File: src/rtl/cfg_pkg.sv
package cfg_pkg;

    localparam int DATA_W = 32;

    typedef enum logic [1:0] {
        SZ_BYTE  = 2'd0,
        SZ_WORD  = 2'd1,
        SZ_DWORD = 2'd2,
        SZ_BAD   = 2'd3
    } acc_size_e;

    typedef enum logic [1:0] {
        ST_OK     = 2'd0,
        ST_NODEV  = 2'd1,
        ST_BADREG = 2'd2
    } cfg_status_e;

    typedef enum logic [1:0] {
        S_IDLE,
        S_WAIT,
        S_RESP
    } fsm_e;

    localparam logic [4:0] CODE_BYTE  = 5'h00;
    localparam logic [4:0] CODE_WORD  = 5'h08;
    localparam logic [4:0] CODE_DWORD = 5'h18;

    function automatic logic [DATA_W-1:0] width_mask(input acc_size_e sz);
        logic [DATA_W-1:0] m;
        unique case (sz)
            SZ_BYTE: m = DATA_W'(32'h0000_00FF);
            SZ_WORD: m = DATA_W'(32'h0000_FFFF);
            default: m = '1;
        endcase
        return m;
    endfunction

endpackage

File: src/rtl/cfg_decode.sv
module cfg_decode
    import cfg_pkg::*;
#(
    parameter int BUS_W      = 8,
    parameter int DEVFN_W    = 8,
    parameter int OFF_W      = 8,
    parameter int FN_W       = 3,
    parameter int MAX_DEV    = 12,
    parameter int SEL_BASE   = 11,
    parameter int SIZE_SHIFT = 5,
    parameter int CFG_W      = BUS_W + DEVFN_W + OFF_W,
    parameter int ADDR_W     = CFG_W + SIZE_SHIFT
) (
    input  logic [BUS_W-1:0]   bus,
    input  logic [DEVFN_W-1:0] devfn,
    input  logic [OFF_W-1:0]   offset,
    input  acc_size_e          size,
    output logic [ADDR_W-1:0]  addr,
    output logic               ctype,
    output cfg_status_e        status
);
    localparam int DEV_W = DEVFN_W - FN_W;

    logic [DEV_W-1:0] dev;
    logic [FN_W-1:0]  fn;
    logic [CFG_W-1:0] sel;
    logic [CFG_W-1:0] cfg0;
    logic [CFG_W-1:0] cfg1;
    logic [CFG_W-1:0] cfg;
    logic [4:0]       code;
    logic             misaligned;
    logic             dev_missing;

    assign dev = devfn[DEVFN_W-1:FN_W];
    assign fn  = devfn[FN_W-1:0];

    genvar g;
    generate
        for (g = 0; g < CFG_W; g++) begin : g_sel
            if (g >= SEL_BASE && g <= SEL_BASE + MAX_DEV) begin : g_slot
                assign sel[g] = (dev == DEV_W'(g - SEL_BASE));
            end else begin : g_none
                assign sel[g] = 1'b0;
            end
        end
    endgenerate

    assign cfg0  = sel | CFG_W'({fn, offset});
    assign cfg1  = {bus, devfn, offset};
    assign ctype = (bus != '0);
    assign cfg   = ctype ? cfg1 : cfg0;

    always_comb begin
        unique case (size)
            SZ_BYTE:  code = CODE_BYTE;
            SZ_WORD:  code = CODE_WORD;
            SZ_DWORD: code = CODE_DWORD;
            default:  code = CODE_BYTE;
        endcase
    end

    assign addr = {cfg, {SIZE_SHIFT{1'b0}}} | ADDR_W'(code);

    always_comb begin
        unique case (size)
            SZ_BYTE:  misaligned = 1'b0;
            SZ_WORD:  misaligned = offset[0];
            SZ_DWORD: misaligned = (offset[1:0] != 2'b00);
            default:  misaligned = 1'b1;
        endcase
    end

    assign dev_missing = !ctype && (dev > DEV_W'(MAX_DEV));

    always_comb begin
        if (misaligned)       status = ST_BADREG;
        else if (dev_missing) status = ST_NODEV;
        else                  status = ST_OK;
    end

endmodule

File: src/rtl/cfg_lane_align.sv
module cfg_lane_align
    import cfg_pkg::*;
(
    input  logic [1:0]        w_lane,
    input  acc_size_e         w_size,
    input  logic [DATA_W-1:0] w_data,
    output logic [DATA_W-1:0] w_aligned,
    input  logic [1:0]        r_lane,
    input  acc_size_e         r_size,
    input  logic [DATA_W-1:0] r_raw,
    input  logic              r_err,
    output logic [DATA_W-1:0] r_data
);
    logic [DATA_W-1:0] w_cut;
    logic [DATA_W-1:0] r_shift;
    logic [DATA_W-1:0] r_mask;

    assign w_cut     = w_data & width_mask(w_size);
    assign w_aligned = w_cut << {w_lane, 3'b000};

    assign r_mask  = width_mask(r_size);
    assign r_shift = r_raw >> {r_lane, 3'b000};
    assign r_data  = r_err ? r_mask : (r_shift & r_mask);

endmodule

File: src/rtl/cfg_addr_gen.sv
module cfg_addr_gen
    import cfg_pkg::*;
#(
    parameter int BUS_W      = 8,
    parameter int DEVFN_W    = 8,
    parameter int OFF_W      = 8,
    parameter int MAX_DEV    = 12,
    parameter int SIZE_SHIFT = 5
) (
    input  logic                                     clk,
    input  logic                                     rst_n,
    input  logic                                     req_valid,
    output logic                                     req_ready,
    input  logic [BUS_W-1:0]                         req_bus,
    input  logic [DEVFN_W-1:0]                       req_devfn,
    input  logic [OFF_W-1:0]                         req_offset,
    input  logic [1:0]                               req_size,
    input  logic                                     req_write,
    input  logic [31:0]                              req_wdata,
    output logic                                     cyc_valid,
    output logic [BUS_W+DEVFN_W+OFF_W+SIZE_SHIFT-1:0] cyc_addr,
    output logic                                     cyc_type,
    output logic                                     cyc_write,
    output logic [31:0]                              cyc_wdata,
    input  logic                                     cpl_valid,
    input  logic [31:0]                              cpl_rdata,
    input  logic                                     cpl_err,
    output logic                                     rsp_valid,
    output logic [1:0]                               rsp_status,
    output logic [31:0]                              rsp_rdata
);
    localparam int CFG_W  = BUS_W + DEVFN_W + OFF_W;
    localparam int ADDR_W = CFG_W + SIZE_SHIFT;

    fsm_e state_q, state_d;

    logic [ADDR_W-1:0] dec_addr;
    logic              dec_type;
    cfg_status_e       dec_status;
    acc_size_e         req_sz;
    logic [DATA_W-1:0] wd_aligned;
    logic [DATA_W-1:0] rd_extract;

    logic [ADDR_W-1:0] addr_q;
    logic              type_q;
    logic              write_q;
    logic [DATA_W-1:0] wdata_q;
    acc_size_e         size_q;
    logic [1:0]        lane_q;
    cfg_status_e       status_q;
    logic [DATA_W-1:0] rdata_q;
    logic              accept;

    assign req_sz = acc_size_e'(req_size);

    cfg_decode #(
        .BUS_W      (BUS_W),
        .DEVFN_W    (DEVFN_W),
        .OFF_W      (OFF_W),
        .MAX_DEV    (MAX_DEV),
        .SIZE_SHIFT (SIZE_SHIFT)
    ) u_decode (
        .bus    (req_bus),
        .devfn  (req_devfn),
        .offset (req_offset),
        .size   (req_sz),
        .addr   (dec_addr),
        .ctype  (dec_type),
        .status (dec_status)
    );

    cfg_lane_align u_lane (
        .w_lane    (req_offset[1:0]),
        .w_size    (req_sz),
        .w_data    (req_wdata),
        .w_aligned (wd_aligned),
        .r_lane    (lane_q),
        .r_size    (size_q),
        .r_raw     (cpl_rdata),
        .r_err     (cpl_err),
        .r_data    (rd_extract)
    );

    assign accept = req_valid && req_ready;

    // state register
    always_ff @(posedge clk) begin
        if (!rst_n) state_q <= S_IDLE;
        else        state_q <= state_d;
    end

    // next state and handshake outputs
    always_comb begin
        state_d   = state_q;
        req_ready = 1'b0;
        cyc_valid = 1'b0;
        rsp_valid = 1'b0;
        unique case (state_q)
            S_IDLE: begin
                req_ready = 1'b1;
                if (req_valid) begin
                    state_d = (dec_status == ST_OK) ? S_WAIT : S_RESP;
                end
            end
            S_WAIT: begin
                cyc_valid = 1'b1;
                if (cpl_valid) state_d = S_RESP;
            end
            S_RESP: begin
                rsp_valid = 1'b1;
                state_d   = S_IDLE;
            end
            default: state_d = S_IDLE;
        endcase
    end

    // request and response holding registers
    always_ff @(posedge clk) begin
        if (!rst_n) begin
            addr_q   <= '0;
            type_q   <= 1'b0;
            write_q  <= 1'b0;
            wdata_q  <= '0;
            size_q   <= SZ_BYTE;
            lane_q   <= 2'b00;
            status_q <= ST_OK;
            rdata_q  <= '0;
        end else begin
            if (accept) begin
                addr_q   <= dec_addr;
                type_q   <= dec_type;
                write_q  <= req_write;
                wdata_q  <= req_write ? wd_aligned : '0;
                size_q   <= req_sz;
                lane_q   <= req_offset[1:0];
                status_q <= dec_status;
                rdata_q  <= width_mask(req_sz);
            end else if (state_q == S_WAIT && cpl_valid) begin
                rdata_q  <= write_q ? '0 : rd_extract;
            end
        end
    end

    assign cyc_addr   = addr_q;
    assign cyc_type   = type_q;
    assign cyc_write  = write_q;
    assign cyc_wdata  = wdata_q;
    assign rsp_status = status_q;
    assign rsp_rdata  = rdata_q;

endmodule

File: config.mk
export PLATFORM = sky130hd
export DESIGN_NAME = cfg_addr_gen
export DESIGN_NICKNAME = d
export VERILOG_FILES = /design/src/rtl/cfg_pkg.sv /design/src/rtl/cfg_decode.sv /design/src/rtl/cfg_lane_align.sv /design/src/rtl/cfg_addr_gen.sv
export SDC_FILE = /design/constraint.sdc
export NUM_CORES = 1
export LEC_CHECK = 0
export CAP_MARGIN = 5
export CORE_ASPECT_RATIO = 1.2
export CORE_UTILIZATION = 40
export CTS_BUF_LIST = sky130_fd_sc_hd__clkbuf_4
export DETAILED_ROUTE_END_ITERATION = 8
export PLACE_DENSITY = 0.71
export SLEW_MARGIN = 20
export SYNTH_ARGS = -nofsm -noshare
export SYNTH_HDL_FRONTEND = slang
export SYNTH_HIERARCHICAL = 1
export SYNTH_SLANG_ARGS = --single-unit
File: constraint.sdc
create_clock -name clk -period 2.3 [get_ports clk]
set_input_delay 0.575 -clock clk [delete_from_list [all_inputs] [get_ports clk]]
set_output_delay 0.575 -clock clk [all_outputs]
set_load 0.01 [all_outputs]
# == Word-level counts from Yosys, hierarchy flattened ==
# Index checks and enable logic that the tools add are counted.
# word_totals
word_cells,67
memories,0
rom_bits,0
latch_bits,0
mem_bits_rw,0
regBits,103
input_bits,96
# classes
n_addsub,0
n_lt_le_gt_ge,1
shift,2
n_div,0
mul,0
eq_ne,19
n_bitwise,4
reduce_logical,13
muxes,19
# ops
cell,n
32-bit 2-to-1 mux,5
32-bit case mux with 2 select lines,2
32-bit AND,2
32-bit by 5-bit << shifter with 32-bit output,1
32-bit by 5-bit >> shifter with 32-bit output,1
29-bit by 5-bit bitwise OR with 29-bit output,1
"5-bit by 4-bit == test with 1-bit output, second input constant",5
24-bit 2-to-1 mux,1
24-bit by 11-bit bitwise OR with 24-bit output,1
"5-bit by 3-bit == test with 1-bit output, second input constant",4
"5-bit by 2-bit == test with 1-bit output, second input constant",2
5-bit case mux with 2 select lines,1
2-bit zero test,4
2-bit 2-to-1 mux,4
8-bit nonzero test,1
"2-bit by 1-bit == test with 1-bit output, second input constant",3
"5-bit by 1-bit == test with 1-bit output, second input constant",1
"5-bit by 4-bit > comparator with 1-bit output, second input constant",1
5-bit zero test,1
"2-bit == test, second input constant",2
1-bit 2-to-1 mux,4
"2-bit inequality test, second input constant",2
2-bit case mux with 2 select lines,1
2-bit nonzero test,2
other kinds (4),6

# == Logic depth before layout (Yosys ltp) ==
# Gate-level depths: netlist of run 1.
# depth
word_depth,9
mapped_depth,8

# == Cells and area by module ==
# The synthesis of run 1 kept the hierarchy.
# modules_own_cells
module,area_each_um2,cells_per_inst,n_inst
cfg_addr_gen,4078.9,443,1
cfg_lane_align,1338.8,193,1
cfg_decode,466.7,60,1

# == Worst setup path before layout of run 1 ==
# Ideal clock, no wire load.
# synth_timing
kind,input to register
start,input port req_bus[7]
end,register state_q[0]
arrival_time_ns,1.731
path_buffers,1
setup_slack_ns,0.454
cell_stages,7
setup_time_ns,0.115
required_time_ns,2.185
path_cell_list,nor4_2 and2_4 buf_12 inv_6 a211oi_2 nor3_1 o21a_1
# synth_via
elab_chain_len,9
# synth_lines
element,line_no,rtl
from (decl),cfg_addr_gen.sv:14,"input logic [BUS_W-1:0] req_bus,"
8-bit nonzero test,cfg_decode.sv:50,assign ctype = (bus != '0);
net dec_type,cfg_addr_gen.sv:38,logic dec_type;
1-bit zero test,cfg_decode.sv:73,assign dev_missing = !ctype && (dev > DEV_W'(MAX_DEV));
1-bit logical AND,cfg_decode.sv:73,
1-bit 2-to-1 mux,cfg_decode.sv:77,else if (dev_missing) status = ST_NODEV;
2-bit 2-to-1 mux,cfg_decode.sv:76,if (misaligned) status = ST_BADREG;
net dec_status[0],cfg_addr_gen.sv:39,cfg_status_e dec_status;
2-bit zero test,cfg_addr_gen.sv:102,state_d = (dec_status == ST_OK) ? S_WAIT : S_RESP;
2-bit 2-to-1 mux,cfg_addr_gen.sv:102,
2-bit 2-to-1 mux,cfg_addr_gen.sv:101,if (req_valid) begin
2-bit case mux with 2 select lines,cfg_addr_gen.sv:98,unique case (state_q)
to (signal assigned),cfg_addr_gen.sv:89,else state_q <= state_d;
to (decl),cfg_addr_gen.sv:35,"fsm_e state_q, state_d;"
# The timed path passes the listed nets, and every way through them passes these cells. The select of a mux whose other input is x is not followed.
# A chain may end at the register's enable or synchronous reset.

# == Final worst setup path of run 1 ==
# layout_timing
start,register state_q[0]
end,output port cyc_valid
# layout_via
elab_chain_len,2
# layout_lines
element,line_no,rtl
2-bit by 1-bit == test with 1-bit output,cfg_addr_gen.sv:98,
1-bit 2-to-1 mux,cfg_addr_gen.sv:98,
to (decl),cfg_addr_gen.sv:20,"output logic cyc_valid,"
# Every way passes these cells.

==> flow_metrics.tcl, run 1 <==
set metrics [dict create \
    status "completed" \
    grt_pass1_vias 5646 \
    hold_path.startpoint "cyc_addr[13]" \
    cts_setup_buffers 0 \
    clk-insertion-delay-late_ps 490 \
    dieArea_um2 15200 \
    holdBufCountCts 0 \
    startpoint_type "flip-flop" \
    hold_depth 2 \
    die_x_um 113 \
    syn_area_per_cell_um2 8.45 \
    ys_seq_area_frac 0.350 \
    ys_seq_elements 103 \
    io_buffers 195 \
    synth_fa_ha_area_frac 0.00638 \
    arrival_ps 1470 \
    grt-ovfl-total 0 \
    timing.rr.end "rsp_rdata[13]" \
    hold_violations 0 \
    synth_top_area_frac 0.350 \
    wirelength_mm 18.2 \
    synthFlopType "dfxtp_1" \
    drive_gt1_frac 0.0930 \
    timing.final.max_slew_violations 0 \
    yosys.area.top_type "dfxtp_1" \
    cts_tree "built" \
    fp-row-count 48 \
    rsz0062_at_grt "false" \
    fmax_ghz 0.488 \
    tightestPinTransition_ps 827 \
    nets 954 \
    dieHeight_um 135 \
    cp-end-kind "output port" \
    drt_iter0_drc 350 \
    cap_violations 0 \
    yosysWarnings 6 \
    leakagePower_uw 0.00317 \
    clkSinkCount 103 \
    hpwl_mm 13.3 \
    r2r_slack_ps 520 \
    fin_skew_ps 20.1 \
    hold_path_end "cyc_addr[13]" \
    drc 0 \
    wire_per_inst_um 17.6 \
    syn_area_um2 5880 \
    dr.pass1.iters 6 \
    cts-root-buf "clkbuf_4" \
    final_cell_mix "clkdlybuf4s50_1, nand2_1, dfxtp_1" \
    synth_xor_area_frac 0 \
    vias 5689 \
    setup_violations 0 \
    r2r_cells 6 \
    ys_types 58 \
    fp.coreArea_um2 14400 \
    cp_data_required_time_ps 1730 \
    synth_area_leaders "dfxtp_1, a21boi_1, nand2_1, o221a_1, mux2i_1" \
    area_growth_pct 37.2 \
    synth_edf_count 0 \
    synth_cells 696 \
    min_period_over_period 0.891 \
    critPathKind "flip-flop to output port" \
    yosys-mux-area-fraction 0.0447 \
    crit_fanout 9 \
    numCtsBuffers 9 \
    clk_path_buf_depth 2 \
    regToRegStartpoint "lane_q[1]" \
    powerDensity_nw_per_um2 545 \
    initial_utilization 0.410 \
    power_uw 4400 \
    layout_commonest_cell "clkdlybuf4s50_1" \
    peakVddDrop_mv 0.394 \
    grt_max_degree 53 \
    cts.clk_slew.worst_paths_ps 160 \
    detail-route-antenna-nets 0 \
    synthSimpleGateAreaFrac 0.223 \
    hold_class "flip-flop to flip-flop" \
    gp_routability_congestion 0.881 \
    finalCriticalPeriod_ps 2050 \
    maxSlewHeadroom 0.448 \
    synth_top_family_by_area "compound AO/OA/AOI/OAI gates" \
    htreeDepth 3 \
    grt_use_total 0.241 \
    ios 196 \
    postSynth.asyncResetShare 0 \
    grt_pass1_wl_mm 29.2 \
    synth_compound_gate_area_share 0.282 \
    viasPerCell 5.49 \
    grt_antenna_before_repair 1 \
    holdWs_ps 462 \
]
==> synthesized netlist by cell type, drive strengths merged (3+ instances only) <==
cell type / count
nand2: 115
dfxtp: 103
a21boi: 68
buf: 51
nand3: 32
clkbuf: 30
nor3b: 26
nor2: 25
mux2i: 24
o221a: 24
a21o: 17
a21oi: 17
nor2b: 17
a22oi: 15
inv: 14
o21ai: 12
and2: 11
o2bb2ai: 10
o21a: 9
o22ai: 9
or2: 9
a211o: 8
and2b: 8
o211a: 8
a41o: 5
a31o: 3
ha: 3
nand4: 3
nor3: 3
nor4: 3
==> critical path, cell delays in order (launching register included) <==
cell and delay (ps):
dfxtp_2 450, nor2b_1 180, dlygate4sd2_1 370
==> state kept, by name (all words and copies together) (netlist names) <==
register,flops
cyc_wdata,32
cyc_addr,29
state_q,2
cyc_type,1
size_q,2
rsp_rdata,32
cyc_write,1
lane_q,2
rsp_status,2
==> cell families after synthesis <==
group	Yosys count
AND/OR/NAND/NOR	258
AO/OA/AOI/OAI	210
adder cells (fa/ha/maj)	3
buffers and inverters	95
other	1
flip-flops	103
multiplexers	26
==> worst max-delay path by stage <==
stage                     start          to  slack, ps
floorplan            req_bus[7]  state_q[0]        450
global placement    req_size[0]  state_q[0]        -50
detailed placement  req_size[0]  state_q[0]       -130
CTS                  state_q[1]   req_ready         10
global route         state_q[0]   cyc_valid        160
finish               state_q[0]   cyc_valid        250
==> report_power, final <==
part           switching, µW  leakage, µW  internal (µW)
clock                    663    0.0000911            455
combinational            610      0.00223            675
sequential              81.3     0.000846           1910
==> layer usage <==
layer	part of all wire	up-vias	wire length, µm	track usage
li1	-	2758	-	-
met1	0.42	2700	7630	0.297
met2	0.49	202	8880	0.408
met3	0.069	29	1250	0.0521
met4	0.026	0	481	0.100
met5	0	-	0	0
==> final cells by class <==
| class | instances | area (µm²) |
|---|---|---|
| antenna | 1 | 2.50 |
| clock buffer | 9 | 67.6 |
| clock inverter | 7 | 104 |
| fill | 1373 | 6280 |
| inverter | 14 | 57.6 |
| multi-input combinational | 500 | 3290 |
| sequential | 103 | 2060 |
| tap | 175 | 219 |
| timing repair buffer | 227 | 2270 |
==> timing repair <==
action / in CTS / in global routing
setup endpoints to repair: 2 / 2
gates cloned: 0 / 0
gates resized for setup: 2 / 2
==> through the flow <==
step | cells | area, µm² | setup slack, ps | util | setup TNS (ps)
2_1_floorplan | 698 | 5890 | 454 | - | 0
3_3_place_gp | 1019 | 7890 | -46.8 | 0.550 | -46.8
3_5_place_dp | 1019 | 7890 | -130 | 0.550 | -872
4_1_cts | 1035 | 8060 | 12.4 | 0.562 | 0
5_1_grt | 1036 | 8070 | 163 | 0.562 | 0
6_report | 1036 | 8070 | 251 | 0.562 | 0
Note: power is estimated with default switching activity, not from simulation.
==> run 2, diff against run 1 <==
Settings changed: GPL_TIMING_DRIVEN set to 0, SLEW_MARGIN 20 to unset.
==> flow_metrics.tcl, run 2 (synthesis gave the netlist of run 1 again) <==
set metrics [dict create \
    status "completed" \
    grt-ovfl-total 0 \
    clkSinkCount 103 \
    cp-startpoint "cyc_write" \
    hpwl_mm 14.2 \
    io_buffers 183 \
    rsz0062_at_grt "false" \
    hold_path.startpoint "req_offset[2]" \
    cap_violations 0 \
    crit_family "buffers and inverters" \
    critPathKind "flip-flop to output port" \
    crit_buf_inv 1 \
    nets 991 \
    cts-root-buf "clkbuf_4" \
    met2_length_mm 9.03 \
    fp-row-count 48 \
    dr.pass1.iters 5 \
    tightestPinTransition_ps 581 \
    numCtsBuffers 9 \
    startpoint_type "flip-flop" \
    fin_skew_ps 23.3 \
    area_growth_pct 37.6 \
    wire_per_inst_um 17.5 \
    regToRegStartpoint "lane_q[1]" \
    setup_ws_ps 105 \
    grt_max_degree 19 \
    cts.clk_slew.worst_paths_ps 160 \
    ios 196 \
    holdBufCountCts 0 \
    layout_commonest_cell "clkdlybuf4s50_1" \
    htreeDepth 3 \
    leakagePower_uw 0.00319 \
    cp_data_required_time_ps 1730 \
    timing.final.max_slew_violations 0 \
    crit_fanout 7 \
    place_ws_ps -272 \
    wirelength_mm 18.8 \
    critical-path-max-stage-delay_ps 610 \
    hold_class "input pin to flip-flop" \
    viasPerCell 5.40 \
    fp.coreArea_um2 14400 \
    fmax_ghz 0.456 \
    dieHeight_um 135 \
    min_period_over_period 0.954 \
    setup_violations 0 \
    gp_routability_congestion 0.937 \
    arrival_ps 1620 \
    power_uw 4300 \
    clk_path_buf_depth 2 \
    vias 5799 \
    top_layer_used "met4" \
    die_x_um 113 \
    final_cell_mix "clkdlybuf4s50_1, nand2_1, dfxtp_1" \
    finalCriticalPeriod_ps 2190 \
    grt_pass1_vias 5582 \
    grt_antenna_before_repair 1 \
    detail-route-antenna-nets 0 \
    grt_use_total 0.246 \
    drive_gt1_frac 0.0992 \
    clk-insertion-delay-late_ps 490 \
    drc 0 \
    grt_pass1_wl_mm 29.2 \
    peakVddDrop_mv 0.336 \
    maxSlewHeadroom 0.613 \
    drt_iter0_drc 395 \
    cp-end-kind "output port" \
    crit_path_top_delay_cell "clkdlybuf4s50_1" \
    powerDensity_nw_per_um2 531 \
    hold_violations 0 \
    met3_wirelength_mm 1.25 \
    path_cells "clkdlybuf4s50_1" \
    initial_utilization 0.410 \
    dieArea_um2 15200 \
    wl_met1_mm 8.01 \
    cts_tree "built" \
]
-- run 2: worst reg2reg max path, cell delays in order (launching register included) --
cell	delay (ps)
dfxtp_1	360
buf_2	230
clkbuf_1	430
nand2_1	100
o22ai_1	200
o22a_1	180
nor3b_1	230
o221a_1	220
-- run 2: cell type report --
cell class	count	area [µm²]
diodes	1	2.50
inverters	14	57.6
plain buffers	81	487
clock buffers	9	67.6
fillers	1376	6260
flip-flops and latches	103	2060
repair buffers	183	1840
clock inverters	7	80.1
well taps	175	219
multi-input cells	500	3290
-- run 2: what timing repair did --
item                                    4_1_cts  5_1_grt
endpoints found under the setup margin        2        2
setup buffers                                 0        0
resized for setup                             2        2
-- run 2: worst paths after layout --
kind	endpoint	slack, ps	depth (start not counted)
max reg2reg	rsp_rdata[13]	330	7
min	cyc_addr[7]	320	3
min reg2reg	cyc_wdata[3]	460	2
max	cyc_write	110	1
-- run 2: per-stage QoR --
step                TNS (ps)  utilization  instances  hold WS (ps)  instance area, µm²
global route               0        0.564       1073           294                8100
CTS                        0        0.564       1072           277                8090
global placement       -4380        0.553       1056           437                7940
finish                     0        0.564       1073           316                8100
floorplan                  0            -        698           432                5890
detailed placement     -4430        0.553       1056           444                7940
-- run 2: power by group --
group / internal (µW) / switching, µW / total [µW]
clock: 342 / 656 / 998
combinational: 672 / 633 / 1310
sequential: 1910 / 79.1 / 1990
total: 2930 / 1370 / 4300
-- run 2: per-layer routing --
layer  global-route usage  vias up
li1                     -     2840
met1                0.305     2693
met2                0.415      230
met3               0.0503       36
met4                0.104        0
met5                    0        -
